**src/rtl/ioc_pkg.sv**
```systemverilog
package ioc_pkg;

    localparam int unsigned ADDR_W = 4;
    localparam int unsigned SEL_W  = 3;
    localparam int unsigned NPORT  = 2;

    typedef enum logic [SEL_W-1:0] {
        SEL_INV  = 3'd0,
        SEL_IEN  = 3'd1,
        SEL_REF  = 3'd2,
        SEL_MODE = 3'd3,
        SEL_PORT = 3'd4,
        SEL_CAPT = 3'd5,
        SEL_FLAG = 3'd6,
        SEL_CFG  = 3'd7
    } reg_sel_e;

    typedef struct packed {
        logic open_drain;
        logic act_hi;
        logic mirror;
    } irq_cfg_t;

endpackage

```
**src/rtl/ioc_sync.sv**
```systemverilog
module ioc_sync #(
    parameter int unsigned W      = 8,
    parameter int unsigned STAGES = 2
) (
    input  logic         clk_i,
    input  logic         rst_ni,
    input  logic [W-1:0] async_i,
    output logic [W-1:0] sync_o
);

    logic [STAGES-1:0][W-1:0] chain_d, chain_q;

    always_comb begin
        chain_d[0] = async_i;
        for (int i = 1; i < STAGES; i++) begin
            chain_d[i] = chain_q[i-1];
        end
    end

    always_ff @(posedge clk_i or negedge rst_ni) begin
        if (!rst_ni) chain_q <= '0;
        else         chain_q <= chain_d;
    end

    assign sync_o = chain_q[STAGES-1];

endmodule

```
**src/rtl/ioc_port_unit.sv**
```systemverilog
module ioc_port_unit
    import ioc_pkg::*;
#(
    parameter int unsigned W = 8
) (
    input  logic             clk_i,
    input  logic             rst_ni,
    input  logic [W-1:0]     pin_s_i,
    input  logic             wr_i,
    input  logic             rd_i,
    input  logic [SEL_W-1:0] sel_i,
    input  logic [W-1:0]     wdata_i,
    output logic [W-1:0]     rdata_o,
    output logic             pend_o
);

    typedef struct packed {
        logic [W-1:0] inv;
        logic [W-1:0] ien;
        logic [W-1:0] refv;
        logic [W-1:0] mode;
        logic [W-1:0] prev;
        logic [W-1:0] capt;
        logic [W-1:0] flags;
        logic         pend;
    } port_st_t;

    port_st_t st_d, st_q;
    reg_sel_e sel;
    logic [W-1:0] pv;
    logic [W-1:0] hit;
    logic         clr;

    assign sel = reg_sel_e'(sel_i);

    always_comb begin
        pv  = pin_s_i ^ st_q.inv;
        hit = st_q.ien & ((st_q.mode & (pv ^ st_q.refv)) |
                          (~st_q.mode & (pv ^ st_q.prev)));
        clr = rd_i && ((sel == SEL_PORT) || (sel == SEL_CAPT));

        st_d      = st_q;
        st_d.prev = pv;

        if (wr_i) begin
            case (sel)
                SEL_INV:  st_d.inv  = wdata_i;
                SEL_IEN:  st_d.ien  = wdata_i;
                SEL_REF:  st_d.refv = wdata_i;
                SEL_MODE: st_d.mode = wdata_i;
                default:  ;
            endcase
        end

        if (clr) begin
            st_d.pend  = 1'b0;
            st_d.flags = '0;
        end else if (!st_q.pend && (|hit)) begin
            st_d.pend  = 1'b1;
            st_d.flags = hit;
            st_d.capt  = pv;
        end
    end

    always_ff @(posedge clk_i or negedge rst_ni) begin
        if (!rst_ni) st_q <= '0;
        else         st_q <= st_d;
    end

    always_comb begin
        case (sel)
            SEL_INV:  rdata_o = st_q.inv;
            SEL_IEN:  rdata_o = st_q.ien;
            SEL_REF:  rdata_o = st_q.refv;
            SEL_MODE: rdata_o = st_q.mode;
            SEL_PORT: rdata_o = pv;
            SEL_CAPT: rdata_o = st_q.capt;
            SEL_FLAG: rdata_o = st_q.flags;
            default:  rdata_o = '0;
        endcase
    end

    assign pend_o = st_q.pend;

    // a fresh event never blames a pin that was disabled in the cycle it fired
    a_r2_only_enabled: assert property (@(posedge clk_i) disable iff (!rst_ni)
        $rose(st_q.pend) |-> ((st_q.flags & ~$past(st_q.ien)) == '0));

    // capture frozen while the port stays pending
    a_r5_capt_hold: assert property (@(posedge clk_i) disable iff (!rst_ni)
        ($past(st_q.pend) && st_q.pend) |-> ($stable(st_q.capt) && $stable(st_q.flags)));

    // pending always carries at least one cause
    a_r6_flags_nonzero: assert property (@(posedge clk_i) disable iff (!rst_ni)
        st_q.pend |-> (st_q.flags != '0));

    // clearing read wins at its edge
    a_r7_read_clears: assert property (@(posedge clk_i) disable iff (!rst_ni)
        (rd_i && ((sel == SEL_PORT) || (sel == SEL_CAPT))) |=> !st_q.pend);

endmodule

```
**src/rtl/ioc_irq_out.sv**
```systemverilog
module ioc_irq_out
    import ioc_pkg::*;
(
    input  logic [NPORT-1:0] pend_i,
    input  irq_cfg_t         cfg_i,
    output logic [NPORT-1:0] line_o,
    output logic [NPORT-1:0] oe_o
);

    logic [NPORT-1:0] act;

    always_comb begin
        for (int i = 0; i < NPORT; i++) begin
            act[i] = pend_i[i] | (cfg_i.mirror & (|pend_i));
            if (cfg_i.open_drain) begin
                line_o[i] = 1'b0;
                oe_o[i]   = act[i];
            end else begin
                line_o[i] = cfg_i.act_hi ? act[i] : ~act[i];
                oe_o[i]   = 1'b1;
            end
        end
    end

endmodule

```
**src/rtl/ioc_dual_port.sv**
```systemverilog
module ioc_dual_port
    import ioc_pkg::*;
#(
    parameter int unsigned W           = 8,
    parameter int unsigned SYNC_STAGES = 2
) (
    input  logic              clk_i,
    input  logic              rst_ni,
    input  logic [W-1:0]      pin_a_i,
    input  logic [W-1:0]      pin_b_i,
    input  logic              reg_wr_i,
    input  logic              reg_rd_i,
    input  logic [ADDR_W-1:0] reg_addr_i,
    input  logic [W-1:0]      reg_wdata_i,
    output logic [W-1:0]      reg_rdata_o,
    output logic              irq_a_o,
    output logic              irq_b_o,
    output logic              irq_a_oe_o,
    output logic              irq_b_oe_o
);

    localparam int unsigned PORT_BIT = ADDR_W - 1;

    typedef struct packed {
        irq_cfg_t cfg;
    } top_st_t;

    top_st_t st_d, st_q;

    logic [NPORT-1:0][W-1:0] pin_raw, pin_sync, unit_rdata;
    logic [NPORT-1:0]        pend, line, oe;
    logic [SEL_W-1:0]        sel;
    logic                    port_sel;
    logic [W-1:0]            cfg_rd;

    assign sel        = reg_addr_i[SEL_W-1:0];
    assign port_sel   = reg_addr_i[PORT_BIT];
    assign pin_raw[0] = pin_a_i;
    assign pin_raw[1] = pin_b_i;

    for (genvar p = 0; p < NPORT; p++) begin : g_port
        logic hit_port;
        assign hit_port = (port_sel == 1'(p));

        ioc_sync #(.W(W), .STAGES(SYNC_STAGES)) u_sync (
            .clk_i   (clk_i),
            .rst_ni  (rst_ni),
            .async_i (pin_raw[p]),
            .sync_o  (pin_sync[p])
        );

        ioc_port_unit #(.W(W)) u_unit (
            .clk_i   (clk_i),
            .rst_ni  (rst_ni),
            .pin_s_i (pin_sync[p]),
            .wr_i    (reg_wr_i && hit_port),
            .rd_i    (reg_rd_i && hit_port),
            .sel_i   (sel),
            .wdata_i (reg_wdata_i),
            .rdata_o (unit_rdata[p]),
            .pend_o  (pend[p])
        );
    end

    always_comb begin
        st_d = st_q;
        if (reg_wr_i && (reg_sel_e'(sel) == SEL_CFG)) begin
            st_d.cfg.mirror     = reg_wdata_i[0];
            st_d.cfg.act_hi     = reg_wdata_i[1];
            st_d.cfg.open_drain = reg_wdata_i[2];
        end
    end

    always_ff @(posedge clk_i or negedge rst_ni) begin
        if (!rst_ni) st_q <= '0;
        else         st_q <= st_d;
    end

    always_comb begin
        cfg_rd    = '0;
        cfg_rd[0] = st_q.cfg.mirror;
        cfg_rd[1] = st_q.cfg.act_hi;
        cfg_rd[2] = st_q.cfg.open_drain;
        reg_rdata_o = (reg_sel_e'(sel) == SEL_CFG) ? cfg_rd : unit_rdata[port_sel];
    end

    ioc_irq_out u_irq (
        .pend_i (pend),
        .cfg_i  (st_q.cfg),
        .line_o (line),
        .oe_o   (oe)
    );

    assign irq_a_o    = line[0];
    assign irq_b_o    = line[1];
    assign irq_a_oe_o = oe[0];
    assign irq_b_oe_o = oe[1];

    // mirrored lines always agree
    a_r8_mirror_agree: assert property (@(posedge clk_i) disable iff (!rst_ni)
        st_q.cfg.mirror |-> ((irq_a_o == irq_b_o) && (irq_a_oe_o == irq_b_oe_o)));

    // unmirrored active-high line A follows port A only
    a_r8_line_a_own: assert property (@(posedge clk_i) disable iff (!rst_ni)
        (!st_q.cfg.mirror && !st_q.cfg.open_drain && st_q.cfg.act_hi) |-> (irq_a_o == pend[0]));

    // push-pull keeps both enables on
    a_r9_pushpull_oe: assert property (@(posedge clk_i) disable iff (!rst_ni)
        !st_q.cfg.open_drain |-> (irq_a_oe_o && irq_b_oe_o));

    // open-drain never drives a high level
    a_r10_od_low: assert property (@(posedge clk_i) disable iff (!rst_ni)
        st_q.cfg.open_drain |-> (!irq_a_o && !irq_b_o));

endmodule

```
**config.mk**
```make
export PLATFORM = sky130hd
export DESIGN_NAME = ioc_dual_port
export DESIGN_NICKNAME = d
export VERILOG_FILES = /design/src/rtl/ioc_pkg.sv /design/src/rtl/ioc_sync.sv /design/src/rtl/ioc_port_unit.sv /design/src/rtl/ioc_irq_out.sv /design/src/rtl/ioc_dual_port.sv
export SDC_FILE = /design/constraint.sdc
export NUM_CORES = 1
export LEC_CHECK = 0
export BUFFER_PORTS_ARGS = -buffer_cell sky130_fd_sc_hd__buf_2
export CAP_MARGIN = 20
export CORE_ASPECT_RATIO = 0.6
export CORE_MARGIN = 2
export CORE_UTILIZATION = 45
export CTS_BUF_LIST = sky130_fd_sc_hd__clkbuf_16
export DETAILED_ROUTE_END_ITERATION = 8
export HOLD_SLACK_MARGIN = 0.1
export PLACE_DENSITY = 0.61
export SKIP_CTS_REPAIR_TIMING = 1
export SYNTH_ARGS = -nofsm -noshare
export SYNTH_HDL_FRONTEND = slang
export SYNTH_SLANG_ARGS = --single-unit
export TNS_END_PERCENT = 50
```
**constraint.sdc**
```tcl
create_clock -name clk_i -period 1.8 [get_ports clk_i]
set_clock_uncertainty 0.1 [all_clocks]
set_input_delay 0.09 -clock clk_i [delete_from_list [all_inputs] [get_ports clk_i]]
set_output_delay 0.09 -clock clk_i [all_outputs]
set_load 0.01 [all_outputs]
```
== Yosys cells after proc, flatten, opt, wreduce, memory -nomap -nowiden ==
Index checks and enable logic that the tools add are counted.

* Magnitude comparators: 1
* Equal/unequal tests: 7
* Mux-type cells: 15
* Bitwise logic cells: 24
* Reduce and logical (&&, ||, !) cells: 28

{| class="wikitable"
|+ Operators with widths
! operator !! count
|-
| $pmux W8 S7 || 2
|-
| $and A8 B8 Y8 || 6
|-
| $xor A8 B8 Y8 || 6
|-
| $mux W9 || 4
|-
| $mux W8 || 3
|-
| $reduce_and A2 Y1 || 10
|-
| $not A8 Y8 || 2
|-
| $or A8 B8 Y8 || 2
|-
| $reduce_or A8 Y1 || 2
|-
| $eq A3 B3 Y1 const B || 4
|-
| $logic_and A1 B1 Y1 || 9
|-
| $eq A3 B2 Y1 const B || 2
|-
| $mux W1 || 6
|-
| $not A1 Y1 || 5
|-
| $reduce_bool A2 Y1 || 2
|-
| $eq A3 B1 Y1 const B || 1
|-
| $logic_not A3 Y1 || 1
|-
| $logic_not A1 Y1 || 2
|-
| $lt A1 B2 Y1 const B || 1
|-
| $or A1 B1 Y1 || 2
|-
| $reduce_or A2 Y1 || 1
|-
| $and A1 B1 Y1 || 1
|-
| $logic_or A1 B1 Y1 || 1
|}

* Register bits after elaboration: 149
* Bits of input ports: 32
* Output and inout bits: 12
* Word-level logic and storage cells: 98

== Longest topological paths before layout ==
* Word-level depth: 9
* Depth in mapped cells: 8
* Depth with buffers taken out: 6

== Modules after synthesis ==
A second synthesis with hierarchy kept.

* Cells, all modules: 541
* Area total of the unflattened synthesis: 7033.0 um2

{| class="wikitable"
|+ Modules (own cells, without submodules)
! module !! instances !! cells each !! area an instance (um2)
|-
| ioc_port_unit || 2 || 234 || 2941.6
|-
| ioc_sync || 2 || 16 || 400.4
|-
| ioc_dual_port || 1 || 33 || 299.0
|-
| ioc_irq_out || 1 || 8 || 50.0
|}

== Worst setup path after synthesis ==
OpenSTA, ideal clock, no wires.

* Kind: reg2reg
* Start point: reg g_port[0].u_sync.chain_q (netlist bit g_port[0].u_sync.sync_o[4])
* End point: reg g_port[0].u_unit.st_q[9] (netlist bit)
* Library setup time: 0.125 ns
* Arrival: 1.748 ns
* Setup slack: -0.173 ns
* Cell stages (with the launch flop): 7
* Buffers on the path: 0
* Clock period less this slack: 1.973 ns
* Cells stage by stage: dfrtp_1 xor2_2 xnor2_1 a22oi_2 a41oi_4 nand2_8 mux2_4

* Word-level cells in the longest chain between the ends: 8

{| class="wikitable"
|+ Ends and longest elaborated chain
! what !! line !! text
|-
| start: declaration || ioc_sync.sv:11 || <nowiki>logic [STAGES-1:0][W-1:0] chain_d, chain_q;</nowiki>
|-
| start signal: assignment || ioc_sync.sv:22 || <nowiki>else chain_q <= chain_d;</nowiki>
|-
| $xor A8 B8 Y8 * || ioc_port_unit.sv:37 || <nowiki>pv = pin_s_i ^ st_q.inv;</nowiki>
|-
| via g_port[0].u_unit.pv[4] || ioc_port_unit.sv:30 || <nowiki>logic [W-1:0] pv;</nowiki>
|-
| $xor A8 B8 Y8, on equally long branches || ioc_port_unit.sv:38, ioc_port_unit.sv:39 ||
|-
| $and A8 B8 Y8, on equally long branches || ioc_port_unit.sv:38, ioc_port_unit.sv:39 ||
|-
| $or A8 B8 Y8 * || ioc_port_unit.sv:38 || <nowiki>hit = st_q.ien & ((st_q.mode & (pv ^ st_q.refv)) |</nowiki>
|-
| $and A8 B8 Y8 * || ioc_port_unit.sv:38 ||
|-
| $reduce_or A8 Y1 * || ioc_port_unit.sv:58 || <nowiki>end else if (!st_q.pend && (|hit)) begin</nowiki>
|-
| $logic_and A1 B1 Y1 * || ioc_port_unit.sv:58 ||
|-
| $reduce_and A2 Y1 (no line) * || n/a ||
|-
| end signal: assignment || ioc_port_unit.sv:67 || <nowiki>else st_q <= st_d;</nowiki>
|-
| end: declaration || ioc_port_unit.sv:28 || <nowiki>port_st_t st_d, st_q;</nowiki>
|}

The timed path passes the listed nets; every way through them passes the cells marked *.
A chain may end at the register's enable or synchronous reset.

== Worst setup path in the final report ==
* Start point: reg g_port[0].u_unit.st_q[49] (netlist bit)
* End point: out reg_rdata_o[0]

* Word-level cells in the longest chain between the ends: 5

{| class="wikitable"
|+ Ends and longest elaborated chain
! what !! line !! text
|-
| $xor A8 B8 Y8 || ioc_port_unit.sv:37 ||
|-
| via g_port[0].u_unit.pv[0] || ioc_port_unit.sv:30 ||
|-
| $pmux W8 S7 || ioc_port_unit.sv:71 || <nowiki>case (sel)</nowiki>
|-
| $mux W8 (implied by the code) (2 in a row) || ioc_dual_port.sv:84 || <nowiki>reg_rdata_o = (reg_sel_e'(sel) == SEL_CFG) ? cfg_rd : unit_rdata[port_sel];</nowiki>
|-
| $mux W8 || ioc_dual_port.sv:84 ||
|-
| end: declaration || ioc_dual_port.sv:15 || <nowiki>output logic [W-1:0] reg_rdata_o,</nowiki>
|}

The timed path passes the listed nets, and every way through them passes these cells. The select of a mux whose other input is x is not followed.

==> qor.yml <==
worst_setup_path:
  required_ns: 1.61
  critPathLaunchType: "flip-flop"
  cp_common_cell: "mux4_2"
  cp_slowest_cell: "mux4_2"
  crit_chain: "xor2_2, mux4_2, mux4_2, a21o_1, buf_2"
  crit_family: "multiplexers"
  crit_fanout: 3
  cp_slowest_stage_delay_ns: 0.46
  arrival_ns: 2.24
  crit_path_end_kind: "output port"
  crit_type: "flip-flop to output port"
  critPathBufInv: 1
timing:
  hold_violations: 0
  rsz0062_at_grt: "true"
  drv_slew: 0
  period_minus_slack_ns: 2.43
  max-slew-margin-rel_pct: 67.2
  worst_pin_slew_ns: 0.492
  period_share_pct: 135
  hold_ws_ns: 0.0706
  fmax_ghz: 0.411
  worst_slack_ns: -0.633
  setup_viol: 40
floorplanning:
  core-area_um2: 15300
  die_y_um: 101
  die_x_um: 165
  start_util_pct: 45.7
  pin_count: 44
  dieArea_um2: 16600
  rows: 35
cts:
  clk_pin_slew_worst_paths_ns: 0.07
  cts.path.max_buffers: 2
  clkLatencyLatePin_ns: 0.43
  clock-sinks: 149
  numCtsBuffers: 17
  h-tree-depth: 4
  clock-root-buffer: "clkbuf_16"
  cts_tree: "done"
placed_design:
  dpl_worst_slack_ns: -0.334
  place.gp.congestion: 0.884
  hpwl_mm: 13.1
  numPortBuffers: 43
route:
  vias_per_cell: 5.43
  drcViolationCount: 0
  wl_per_cell_um: 19.5
  firstDrtPassIters: 5
  drt-total-wl_mm: 18.4
  first_iter_violations: 321
  drtAntennaViolNets: 0
  dr_total_vias: 5135
synthesis:
  synth_warnings: 0
  synth-async-reset-ratio_pct: 100
  synth_edf_count: 0
  synthCells: 549
  synthFlopType: "dfrtp_1"
  yosysSeqAreaShare_pct: 53.4
  synth-seq-cells: 149
  synth_area_per_cell_um2: 12.7
  ys_types: 46
  synth_nets: 581
  synth_area_um2: 6990
grt:
  grt_pass1_vias: 5192
  antenna_found_initial: 0
  grt_overflow: 0
  grt.total_usage_pct: 24.0
  grt_pass1_wl_mm: 29.5
  grt_max_degree: 50
run_status:
  violations: "negative setup slack"
  status: "finished with violations"
finish:
  nets: 761
  drive_above_1_share_pct: 45.0
  diodes: 0
  syn_to_final_growth_pct: 33.1
pwr:
  vdd_drop_max_mv: 0.621
  powerDensity_nw_per_um2: 1290
  p_leak_nw: 4.19
run:
  cap_violations: 0
min_path:
  hold_class: "input pin to async pin"
area by class of cell:
cell class | count | area (µm²)
fillers | 1180 | 5990
flip-flops and latches | 149 | 3730
multi-input cells | 375 | 3290
repair buffers | 184 | 1440
clock buffers | 17 | 425
well taps | 203 | 254
clock inverters | 15 | 146
inverters | 2 | 7.51
synth_stat cells, drive strengths merged (2+ instances only):
cell      n  share of area (%)
a21oi    14                1.0
a22oi    17                2.5
a31oi     7               0.63
a41oi     2               0.79
buf      11               0.75
clkbuf   12               0.64
dfrtp   149                 53
inv       2               0.11
mux2     91                 16
mux2i    36                5.2
mux4      2               0.70
nand2    69                4.2
nand2b    5               0.45
nand3     9               0.64
nand3b    2               0.21
nand4     2               0.18
nor2     17               0.95
nor2b     5               0.45
nor3      4               0.36
nor3b     2               0.29
o211ai    4               0.43
o21a      2               0.21
o21ai    18                1.3
o221ai    2               0.25
o22ai    18                1.6
xnor2    22                2.8
xor2     16                3.5
metal layers:
metal | vias up | track usage (%) | share of wire (%)
met5 | - | 0 | 0
met4 | 0 | 7.22 | 1.3
met3 | 21 | 3.91 | 4.8
met2 | 148 | 34.3 | 43
li1 | 2328 | - | -
met1 | 2638 | 37.4 | 51
flip-flops by register name, summed over array words and instances (netlist names):
| signal | flops |
|---|---|
| g_port.u_unit.pend_o | 2 |
| g_port.u_sync.sync_o | 16 |
| cfg_rd | 3 |
| g_port.u_sync.chain_d | 16 |
| g_port.u_unit.st_q | 112 |
worst reg2reg max path, stage by stage, from the launching register on:
cell	delay, ns
dfrtp_1	0.41
xor2_2	0.20
buf_4	0.16
xnor2_4	0.13
a22oi_2	0.28
a41oi_4	0.21
nand2_8	0.19
mux2_4	0.32
power by group:
| group | switching [mW] | internal [mW] |
|---|---|---|
| clock | 1.55 | 1.94 |
| sequential | 0.594 | 4.15 |
| combinational | 1.66 | 2.08 |
stage by stage:
step / cell area (µm²) / total power [mW] / instances / util [%] / TNS [ns]
after global routing: 9300 / 12.6 / 945 / 60.8 / -12.47
after CTS: 8910 / 11.8 / 919 / 58.3 / -10.84
after floorplan: 7010 / 6.78 / 549 / - / -2.39
final: 9300 / 12.0 / 945 / 60.8 / -9.62
after detailed placement: 8330 / 8.30 / 887 / 54.5 / -7.23
after global placement: 8330 / 8.17 / 887 / 54.5 / -4.59
layout by cell type, fill, tap and decap left out, types with 5 or more instances in the layout:
master / Yosys / routed
a31oi_1: 7 / 6
xor2_2: 14 / 15
clkbuf_16: 0 / 17
mux2_4: 16 / 16
buf_2: 9 / 42
dlygate4sd3_1: 0 / 25
nand2b_1: 5 / 5
nor2_1: 16 / 15
mux2i_1: 36 / 33
mux2_2: 75 / 75
nand3_1: 9 / 9
nand2_1: 67 / 67
buf_4: 0 / 106
xnor2_1: 22 / 17
dfrtp_1: 149 / 149
o21ai_0: 18 / 13
o22ai_1: 18 / 15
a21oi_1: 14 / 13
buf_12: 0 / 7
nor2b_1: 5 / 5
a22oi_2: 7 / 9
a22oi_1: 9 / 7
cells by family (layout without fill, tap and decap cells):
group,Yosys count,after routing,synth area share (%)
flops,149,149,53.4
simple gates,118,118,7.99
mux,129,129,21.4
xor+xnor,38,38,6.27
buf+inv,25,218,1.50
compound gates,90,90,9.49
worst paths after layout:
path,startpoint,end,slack (ns),cells past startpoint
max in group asynchronous,rst_ni,g_port[1].u_sync.chain_d[11],0.91,3
max reg2reg,g_port[0].u_unit.st_q[49],g_port[0].u_unit.st_q[11],-0.32,7
min reg2reg,g_port[0].u_sync.chain_d[9],g_port[0].u_sync.sync_o[1],0.25,0
max,g_port[0].u_unit.st_q[49],reg_rdata_o[0],-0.63,5
min,rst_ni,g_port[0].u_unit.st_q[24],0.07,2
min in group clk_i,reg_wr_i,cfg_rd[1],0.07,3
Power figures use the tool's default switching activity.
